--- src/rtl/sector_erase_queue.sv ---
module sector_erase_queue #(
  parameter int NSEC    = 8,
  parameter int WPS     = 4,
  parameter int DW      = 8,
  parameter int TIMEOUT = 20,
  localparam int SW = $clog2(NSEC),
  localparam int OW = $clog2(WPS),
  localparam int AW = SW + OW
) (
  input  logic          clk,
  input  logic          rst_n,
  input  logic          cmd_valid,
  input  logic [SW-1:0] cmd_sector,
  input  logic          wr_en,
  input  logic [AW-1:0] wr_addr,
  input  logic [DW-1:0] wr_data,
  input  logic          rd_en,
  input  logic [AW-1:0] rd_addr,
  output logic [DW-1:0] rd_data,
  output logic          busy,
  output logic          done
);
  localparam int CW    = $clog2(TIMEOUT + 1);
  localparam int DEPTH = NSEC * WPS;
  localparam logic [1:0] PH_IDLE = 2'd0, PH_WAIT = 2'd1, PH_PRE = 2'd2, PH_ERA = 2'd3;

  logic [1:0]      ph_q;
  logic [NSEC-1:0] mask;
  logic [CW-1:0]   tmr;
  logic [SW-1:0]   sec;
  logic [OW-1:0]   off;
  logic            tog;
  logic [DW-1:0]   mem [DEPTH];

  function automatic logic [SW:0] pick(input logic [NSEC-1:0] m, input logic [SW:0] from);
    logic [SW:0] r;
    r = '0;
    for (int i = 0; i < NSEC; i++)
      if (!r[SW] && m[i] && ((SW+1)'(i) >= from)) r = {1'b1, SW'(i)};
    return r;
  endfunction

  logic [SW:0] first_sel, next_sel;
  assign first_sel = pick(mask, '0);
  assign next_sel  = pick(mask, {1'b0, sec} + 1'b1);

  wire [AW-1:0] cur      = {sec, off};
  wire          last_off = (off == OW'(WPS - 1));
  wire          cmd_take = cmd_valid && (ph_q == PH_IDLE || ph_q == PH_WAIT);
  wire          hit      = mask[rd_addr[AW-1:OW]];

  assign busy    = (ph_q != PH_IDLE);
  assign rd_data = (busy && hit) ? {1'b0, tog, {(DW-2){1'b0}}} : mem[rd_addr];

  always_ff @(posedge clk) begin
    if (!rst_n) begin
      ph_q <= PH_IDLE;
      mask <= '0;
      tmr  <= '0;
      sec  <= '0;
      off  <= '0;
      tog  <= 1'b0;
      done <= 1'b0;
    end else begin
      done <= 1'b0;
      if (rd_en && busy && hit) tog <= ~tog;
      if (cmd_take) begin
        mask[cmd_sector] <= 1'b1;
        tmr  <= CW'(TIMEOUT - 1);
        ph_q <= PH_WAIT;
      end else if (ph_q == PH_WAIT) begin
        if (tmr != '0) tmr <= tmr - 1'b1;
        else begin
          ph_q <= PH_PRE;
          sec  <= first_sel[SW-1:0];
          off  <= '0;
        end
      end else if (ph_q == PH_PRE || ph_q == PH_ERA) begin
        off <= off + 1'b1;
        if (last_off) begin
          off <= '0;
          if (next_sel[SW]) sec <= next_sel[SW-1:0];
          else if (ph_q == PH_PRE) begin
            ph_q <= PH_ERA;
            sec  <= first_sel[SW-1:0];
          end else begin
            ph_q <= PH_IDLE;
            mask <= '0;
            done <= 1'b1;
          end
        end
      end
    end
  end

  always_ff @(posedge clk) begin
    if (!rst_n) begin
      for (int i = 0; i < DEPTH; i++) mem[i] <= '1;
    end else if (ph_q == PH_PRE) begin
      mem[cur] <= '0;
    end else if (ph_q == PH_ERA) begin
      mem[cur] <= '1;
    end else if (wr_en && !busy) begin
      mem[wr_addr] <= mem[wr_addr] & wr_data;
    end
  end
endmodule

--- config.mk ---
export PLATFORM = sky130hd
export DESIGN_NAME = sector_erase_queue
export DESIGN_NICKNAME = d
export VERILOG_FILES = /design/src/rtl/sector_erase_queue.sv
export SDC_FILE = /design/constraint.sdc
export NUM_CORES = 1
export LEC_CHECK = 0
export BUFFER_PORTS_ARGS = -buffer_cell sky130_fd_sc_hd__clkbuf_2
export CORE_MARGIN = 2
export CORE_UTILIZATION = 45
export CTS_CLUSTER_DIAMETER = 200
export DETAILED_ROUTE_END_ITERATION = 8
export GPL_TIMING_DRIVEN = 0
export PLACE_DENSITY_LB_ADDON = 0.1
export RECOVER_POWER = 100
export SYNTH_ARGS = -nofsm -noshare
export SYNTH_HDL_FRONTEND = slang
export SYNTH_SLANG_ARGS = --single-unit
--- constraint.sdc ---
create_clock -name clk -period 8.7 [get_ports clk]
set_input_delay 0.87 -clock clk [delete_from_list [all_inputs] [get_ports clk]]
set_output_delay 0.87 -clock clk [all_outputs]
set_load 0.1 [all_outputs]
## Word-level counts from Yosys, hierarchy flattened

Memories as Yosys holds them, arrays and structs flattened.
Index checks and enable logic that the tools add are counted.

- Output and inout port bits: 10
- Register bits after elaboration: 22
- Input bits: 26
- Logic and storage cells: 179
- Bits in writable memories: 256
- Memories kept: 1

- Mux-type cells: 68
- $lt $le $gt $ge: 11
- Bitwise operators: 8
- Reductions and logical operators: 68
- Equal/unequal tests: 11
- Add/subtract/negate cells: 3

Memories:

| name | words | width | read ports | clocked after memory_dff | wr ports | line | text |
|---|---|---|---|---|---|---|---|
| mem | 32 | 8 | 2 | 0 | 32 | 33 | `logic [DW-1:0] mem [DEPTH];` |

Operator list:

| kind | count |
|---|---|
| 2-to-1 mux 8 bit | 10 |
| 2-to-1 mux 4 bit | 15 |
| logical AND 1 bit | 28 |
| 2-to-1 mux 5 bit | 5 |
| 2-to-1 mux 3 bit | 7 |
| 2-to-1 mux 2 bit | 10 |
| 2-to-1 mux 1 bit | 19 |
| greater-or-equal comparator 3 x 4 -> 1 bit, first input constant | 4 |
| OR reduction 8 bit | 2 |
| logical NOT 1 bit | 15 |
| nonzero test 2 bit | 7 |
| AND reduction 5 bit | 2 |
| nonzero test 3 bit | 3 |
| bitwise AND 8 bit | 1 |
| greater-or-equal comparator 1 x 4 -> 1 bit, first input constant | 2 |
| greater-or-equal comparator 2 x 4 -> 1 bit, first input constant | 2 |
| < comparator 3 x 4 -> 1 bit, second input constant | 2 |
| bitwise OR 8 bit | 1 |
| AND reduction 4 bit | 2 |
| == test 2 bit, second input constant | 3 |
| != test 2 bit, second input constant | 3 |
| OR reduction 6 bit | 1 |
| inverter 1 bit | 5 |
| nonzero test 5 bit | 1 |
| 16 further kinds | 19 |

## Longest topological paths before layout

Gate-level depths: netlist of run 1.

- Depth after elaboration: 37
- Depth in mapped cells: 10
- Mapped depth without buffers: 8

## Worst setup path after synthesis of run 1

Ideal clock, no wire load.

- Kind: input -> output
- From: input rd_addr[0]
- To: output rd_data[6]
- Arrival: 3.448 ns
- Path slack: 4.382 ns
- Data required time: 7.830 ns
- Stages on the path: 6
- Path buffers: 2
- Path through: clkbuf_1 > buf_2 > mux4_2 > mux4_2 > mux2i_1 > o21ai_1

- Longest elaborated chain between the ends: 2

RTL lines:

| what | line | text |
|---|---|---|
| start: declaration | 18 | `input logic [AW-1:0] rd_addr,` |
| memory (32 x 8 bit) | n/a |  |
| 2-to-1 mux 8 bit | 53 | `assign rd_data = (busy && hit) ? {1'b0, tog, {(DW-2){1'b0}}} : mem[rd_addr];` |
| end: declaration | 19 | `output logic [DW-1:0] rd_data,` |

No other way between the ends.

==> summary.md, run 1 <==
| Metric | Value |
|---|---|
| Status | finished, violations left |
| Failing checks | capacitance limit, slew limit |
| Slew @ Worst Pin | 1570 ps |
| GP Congestion | 0.927 |
| Tot GR Track Use | between 20% and 30% |
| DRC violations left | 0 |
| Post-Syn Nets | 1121 |
| DP Area | 16100 um2 |
| Number of distinct library cells after synthesis | between 60 and 70 |
| Clk pwr share | roughly two fifths |
| Pwr Density | ~180 nW/um2 |
| Final Hold Viols | 0 |
| Area growth syn-to-layout | 9.14% |
| Cts bufs inserted | 31 |
| Fillers | 2945 |
| Setup TNS Final | 0 ps |
| Die height | approximately 190 um |
| Max-cap violations | 7 |
| Yosys warnings | 0 |
| Post-synthesis mux area share | between 20% and 30% |
| Crit share post-route | 61.9% |
| Hold depth | 2 |
| Initial antenna violation count | 0 |
| Post-Syn Area per Cell | 14.2 um2 |
| Synth Area in Adders | less than 1% |
| Compound-Gate Fraction of Synth Area | under 10% |
| Ports | 36 |
| Setup Fix Bufs, Post-CTS | 0 |
| WL per Instance | 29.9 um |
| Grt total ovfl | 0 |
| Worst R2R Path Depth | 9 |
| Worst hold slack | roughly 500 ps |
| Clk_lat worst skew | 580 ps |
| Initial Util | ~46% |
| Layout cell share with drive strength beyond 1 | approximately 23% |
| Die area | 35700 um2 |
| CP max FO | 10 |
| Worst hold path type | reg -> reg |
| Worst Setup Start Kind | flop |
| Clk root buf | clkbuf_16 |
| Vias per cell | around 6.3 |
| Register bit total from synthesis | roughly 280 |
| Seq/Total Area, Yosys | 52.8% |
| H-tree level count | 1 |
| Die W | ~190 um |
| Largest family of logic cells by synthesized area | multiplexers |
| Iteration-0 DRC Markers | a little under 1000 |
| Post-synthesis cell count | approximately 1100 |
| Top FF cell, synth | edfxtp_1 |
| Vias | just over 10000 |
| Post-Synth XOR/XNOR Area | less than 1% |
| Psw | approximately 0.00073 W |
| Finished Core Util | 50.0% |
| Headroom to the max-slew limit | -5.83% |
| Bufs on Longest Clock Path | 3 |
| Static Leak | 4.22 nW |
| Kind of critical path | reg -> reg |
| Post-layout min period | approximately 5400 ps |
| Design Area, Final | around 17000 um2 |
| RSZ-0062 raised after global routing | no |
| Clock skew | around 16 ps |
| Synth Cell Area | roughly 15000 um2 |
| Number of synthesized flops with an enable pin | 256 |
| Switching share of power | between 20% and 30% |
| Row count | 67 |
| Ant diodes | 0 |
| Worst IR drop on VDD | roughly 0.15 mV |
| Critical Path Sink Type | flop |
| Required @ worst endpoint | just under 9000 ps |
| Final setup violation count | 0 |
| Fmax | ~0.19 GHz |
| Max Transition Viols Final | 37 |
| Async set-reset flop share out of synthesis | 0% |
| HPWL after DPL | approximately 35000 um |
| Sequential Power Share | 50.0% |
| Cts hold-fix bufs | 0 |
| PortBufs | 25 |
| DRT antenna net count | 0 |
| Placeable Area | between 30000 and 40000 um2 |
| Clk sinks | ~280 |
| Drt total wl | roughly 48000 um |
| Vias in the first global route | 9924 |
| PostCTS Resize Cnt | 0 |
| Largest net degree at the start of global routing | 16 |
| Worst-path clk slew | about 60 ps |
| First-pass GRT wire length | about 70000 um |
| NumNets Final | around 1200 |
| Power Internal | ~0.0022 W |
| Post-Synth Simple-Gate Area | a little over a tenth |
| Worst EP arrival | ~5600 ps |
| TritonCTS clock tree | yes |
| Combinational fraction of design power | under 10% |
| Drt pass-1 iters | 7 |
==> power groups by stage <==
stage / Sequential [W] / Clock, W / Combinational [W]
floorplan: 0.00150 / 0 / 0.000190
global placement: 0.00150 / 0 / 0.000276
detailed placement: 0.00150 / 0 / 0.000278
CTS: 0.00147 / 0.00122 / 0.000278
global route: 0.00147 / 0.00127 / 0.000287
finish: 0.00147 / 0.00121 / 0.000270
==> kinds of logic (layout without fill, tap and decap cells) <==
group,count (synthesis),count (layout)
adder cells (fa/ha/maj),12,12
XOR/XNOR,6,6
flip-flops,278,278
AO/OA/AOI/OAI,113,113
AND/OR/NAND/NOR,399,399
buffers and inverters,97,177
multiplexers,178,178
==> per-stage QoR <==
step / setup WS [ps] / total power (W) / instances
after global routing: 2930 / 0.00303 / 1611
after floorplan: 4380 / 0.00169 / 1083
after detailed placement: 3910 / 0.00178 / 1556
final: 3320 / 0.00295 / 1611
after CTS: 3910 / 0.00297 / 1611
after global placement: 3910 / 0.00178 / 1556
==> registers in the layout, indices dropped and copies added (netlist names) <==
name	cells
done	1
mask	8
mem	256
off	2
ph_q	2
sec	3
tmr	5
tog	1
==> worst max-delay path, stage by stage, from the launching register on <==
cell and delay (ps):
dfxtp_1 400, inv_1 160, ha_1 160, clkbuf_1 330, nand3b_1 220, nor3_1 1100, clkbuf_1 480, mux2i_1 350
nand2_1 420, o21ai_0 1340
==> synthesized netlist by cell type, drive strengths merged, types with 5 or more instances <==
master,n,area [um2]
nor3,5,36.3
dfxtp,22,440
nor4,10,62.6
buf,57,497
o21ai,43,215
clkbuf,23,87.6
inv,17,63.8
o2111ai,9,219
nor2,59,274
nand3,6,30.0
mux4,154,3510
nand2b,7,43.8
ha,12,150
a32oi,8,70.1
nand2,299,1140
edfxtp,256,7690
a21oi,11,55.1
mux2i,23,230
a22o,5,43.8
==> placed cells by master, fill, tap and decap left out, types with 4 or more instances in the layout <==
master / n
nor2_1: 56
buf_6: 27
nand3_1: 6
clkbuf_16: 31
a21oi_1: 11
mux4_2: 142
a211oi_1: 4
mux2i_1: 23
o21ai_0: 41
clkbuf_2: 18
mux4_1: 11
clkbuf_1: 52
a22o_1: 5
dfxtp_1: 22
a31oi_1: 4
a32oi_1: 8
nor3_1: 5
ha_1: 12
and3_1: 4
edfxtp_1: 256
buf_2: 15
o2111ai_4: 8
inv_1: 14
nor4_1: 10
buf_1: 4
nand2_1: 299
nand2b_1: 7
a32o_1: 4
==> worst paths after layout <==
| check | endpoint | slack (ps) | from |
|---|---|---|---|
| min | tmr[4]$_SDFFE_PN0P_ | 500 | tmr[4]$_SDFFE_PN0P_ |
| max | mem[25][6]$_SDFFCE_PN1P_ | 3320 | ph_q[1]$_SDFFE_PP0P_ |
| max reg2reg | mem[25][6]$_SDFFCE_PN1P_ | 3320 | ph_q[1]$_SDFFE_PP0P_ |
| min reg2reg | tmr[4]$_SDFFE_PN0P_ | 500 | tmr[4]$_SDFFE_PN0P_ |
==> per-layer routing <==
metal  part of all wire [%]  GRT usage [%]  vias to the layer above
met2                     47           44.0                      461
met1                     41           38.1                     5219
met5                      0              0                        -
li1                       -              -                     4326
met4                    4.0           9.98                        0
met3                    8.0           4.73                       96
==> layout make-up <==
cell class                 count  area (um2)  share of cell area [%]
tap                          448         561                    3.33
clock inverter                 6        33.8                   0.201
multi-input combinational    708        6480                    38.6
sequential                   278        8130                    48.3
clock buffer                  49         863                    5.14
inverter                      17        63.8                   0.380
timing repair buffer          25         115                   0.685
buffer                        80         564                    3.36
Power figures use the tool's default switching activity.
==> run 2: changes to the inputs <==
==> constraint.sdc (replaced) <==
create_clock -name clk -period 5.4 [get_ports clk]
set_input_delay 0.54 -clock clk [delete_from_list [all_inputs] [get_ports clk]]
set_output_delay 0.54 -clock clk [all_outputs]
set_load 0.1 [all_outputs]
==> summary.md, run 2 (synthesis gave the netlist of run 1 again) <==
| Metric | Value |
|---|---|
| First-pass GRT wire length | 69800 um (about the same) |
| Layout cell share with drive strength beyond 1 | 21.5% (-1.0 points) |
| Top reg by flops | mem |
| Die area | 35700 um2 (unchanged) |
| HPWL after DPL | 35100 um (unchanged) |
| Static Leak | 4.18 nW (-0.98%) |
| Die height | 189 um (unchanged) |
| Tot GR Track Use | 27.5% (about the same) |
| GP Congestion | 0.927 (unchanged) |
| Cell mode on critical path | clkbuf_1 |
| Fmax | 0.213 GHz |
| Post-layout min period | approximately 4700 ps |
| Setup TNS Final | 0 ps (unchanged) |
| Bufs on Longest Clock Path | 3 (unchanged) |
| RR Endpoint | mem[25][6]$_SDFFCE_PN1P_ |
| Hold depth | 2 (unchanged) |
| Launching point of the worst reg2reg path | ph_q[1]$_SDFFE_PP0P_ |
| DP Worst Slack | 1270 ps (-2640 ps) |
| Pwr Density | 285 nW/um2 (+62%) |
| DRC violations left | 0 (unchanged) |
| Drt pass-1 iters | 6 (-1) |
| Cts hold-fix bufs | 0 (unchanged) |
| Vias per cell | 6.31 (+0.60%) |
| Clk_lat worst skew | 590 ps (about the same) |
| Setup Fix Bufs, Post-CTS | 0 (unchanged) |
| Row count | 67 (unchanged) |
| Drt total wl | 48200 um (about the same) |
| DP Cell Count | 1556 (unchanged) |
| Worst EP arrival | 4150 ps (-1410 ps) |
| Reg area | 8130 um2 (unchanged) |
| Iteration-0 DRC Markers | 1000 (+2.5%) |
| RSZ-0062 raised after global routing | no |
| TritonCTS clock tree | yes |
| Hold Crit Start | cmd_sector[0] |
| Crit share post-route | 86.9% |
| Headroom to the max-slew limit | -11.7% (-5.9 points) |
| Crit path cell chain | clkbuf_1 > clkbuf_1 > mux4_2 > mux4_2 > mux2i_1 > nor2_1 > clkbuf_1 |
| Final Hold Viols | 0 (unchanged) |
| Most common cell after layout, fill and taps aside | nand2_1 |
| Top flop regs | mem (256), mask (8), tmr (5) |
| Max Transition Viols Final | 36 (-2.7%) |
| Most frequent cells in the layout | nand2_1 (299), edfxtp_1 (256), mux4_2 (142) |
| Ports | 36 (unchanged) |
| Largest net degree at the start of global routing | 16 (unchanged) |
| Worst R2R Path Depth | 9 (unchanged) |
| Area growth syn-to-layout | 8.17% |
| Critical Path Sink Type | primary output |
| Setup slack, reg-to-reg | 810 ps (-2510 ps) |
| Cts bufs inserted | 31 (unchanged) |
| CP max FO | 10 (unchanged) |
| Final worst slack | 710 ps (-2610 ps) |
| PostCTS Resize Cnt | 0 (unchanged) |
| Worst Setup Start Kind | input port |
| Fin cells | 1611 (unchanged) |
| Clk root buf | clkbuf_16 |
| Slowest cell on the critical path | clkbuf_1 |
| Initial antenna violation count | 0 (unchanged) |
| Placeable Area | 33600 um2 (unchanged) |
| Fillers | 2956 (+0.37%) |
| Multi-input gate area | 6390 um2 (-1.4%) |
| NumNets Final | 1179 (unchanged) |
| Slew @ Worst Pin | 1660 ps (+86.9 ps) |
| Worst-path clk slew | 60 ps (about the same) |
| Required @ worst endpoint | 4860 ps (-4020 ps) |
| Kind of critical path | in -> out |
| Max FFs per register | 256 (unchanged) |
| Max incr delay on CP | 950 ps (-390 ps) |
| Worst IR drop on VDD | 0.248 mV (+60%) |
| DRT antenna net count | 0 (unchanged) |
| Ant diodes | 0 (unchanged) |
| Final setup violation count | 0 (unchanged) |
| Initial Util | 45.8% (unchanged) |
| Vias | 10200 (+0.60%) |
| Max-cap violations | 7 (unchanged) |
| Failing checks | capacitance limit, slew limit |
| Clock skew | 16.6 ps (+0.541 ps) |
| PortBufs | 25 (unchanged) |
| Grt total ovfl | 0 (unchanged) |
| Worst hold path type | in -> reg |
| Vias in the first global route | 9945 (+0.21%) |
| H-tree level count | 1 (unchanged) |
| Die W | 189 um (unchanged) |
| WL per Instance | 29.9 um (about the same) |
| Hold Path End | mask[1]$_SDFFE_PN0P_ |
| Status | finished, violations left |
| Clk sinks | 278 (unchanged) |
run 2: changes by cell type in the layout (fill, tap and decap cells not counted), sizes merged:
| cell | previous run | this run |
|---|---|---|
| buf | 51 | 44 |
| clkbuf | 103 | 110 |
run 2: layout make-up:
class                      count  area share (%)
multi-input combinational    708            38.4
inverter                      17           0.383
buffer                        80            3.03
timing repair buffer          25           0.691
sequential                   278            48.8
clock buffer                  49            5.18
tap                          448            3.36
clock inverter                 6           0.203
run 2: where the power goes:
part           switching, W  internal (W)  leakage (nW)
Sequential        0.0000116       0.00236          1.93
Clock              0.000863       0.00108         0.433
Combinational      0.000295      0.000129          1.82
Total               0.00117       0.00357          4.18
run 2: worst max-delay path: cells and delay by family:
kind	cells	cell delay (ps)
simple gates	1	100
mux	3	1420
buf+inv	3	2070
run 2: metal layers:
metal / part of all wire (%) / global-route usage (%) / vias to the layer above
met1: 41 / 38.1 / 5217
met5: 0 / 0 / -
li1: - / - / 4323
met2: 47 / 43.6 / 505
met4: 4.7 / 10.8 / 0
met3: 8.0 / 4.73 / 118
run 2: stage by stage:
| step | hold WS, ps | total power, W | utilization [%] | instance area (um2) |
|---|---|---|---|---|
| after global routing | 277 | 0.00487 | 49.6 | 16700 |
| after detailed placement | 484 | 0.00286 | 47.9 | 16100 |
| final | 274 | 0.00474 | 49.6 | 16700 |
| after global placement | 473 | 0.00286 | 47.9 | 16100 |
| after floorplan | 464 | 0.00272 | - | 15400 |
| after CTS | 251 | 0.00479 | 50.5 | 17000 |
run 2: worst max-delay path by stage:
stage	slack [ps]	end	start	depth (start not counted)
after floorplan	1740	rd_data[6]	rd_addr[0]	6
after global placement	1270	rd_data[4]	rd_addr[0]	7
after detailed placement	1270	rd_data[3]	rd_addr[0]	7
after CTS	1270	rd_data[3]	rd_addr[0]	7
after global routing	540	rd_data[3]	rd_addr[0]	7
final	710	rd_data[3]	rd_addr[0]	7
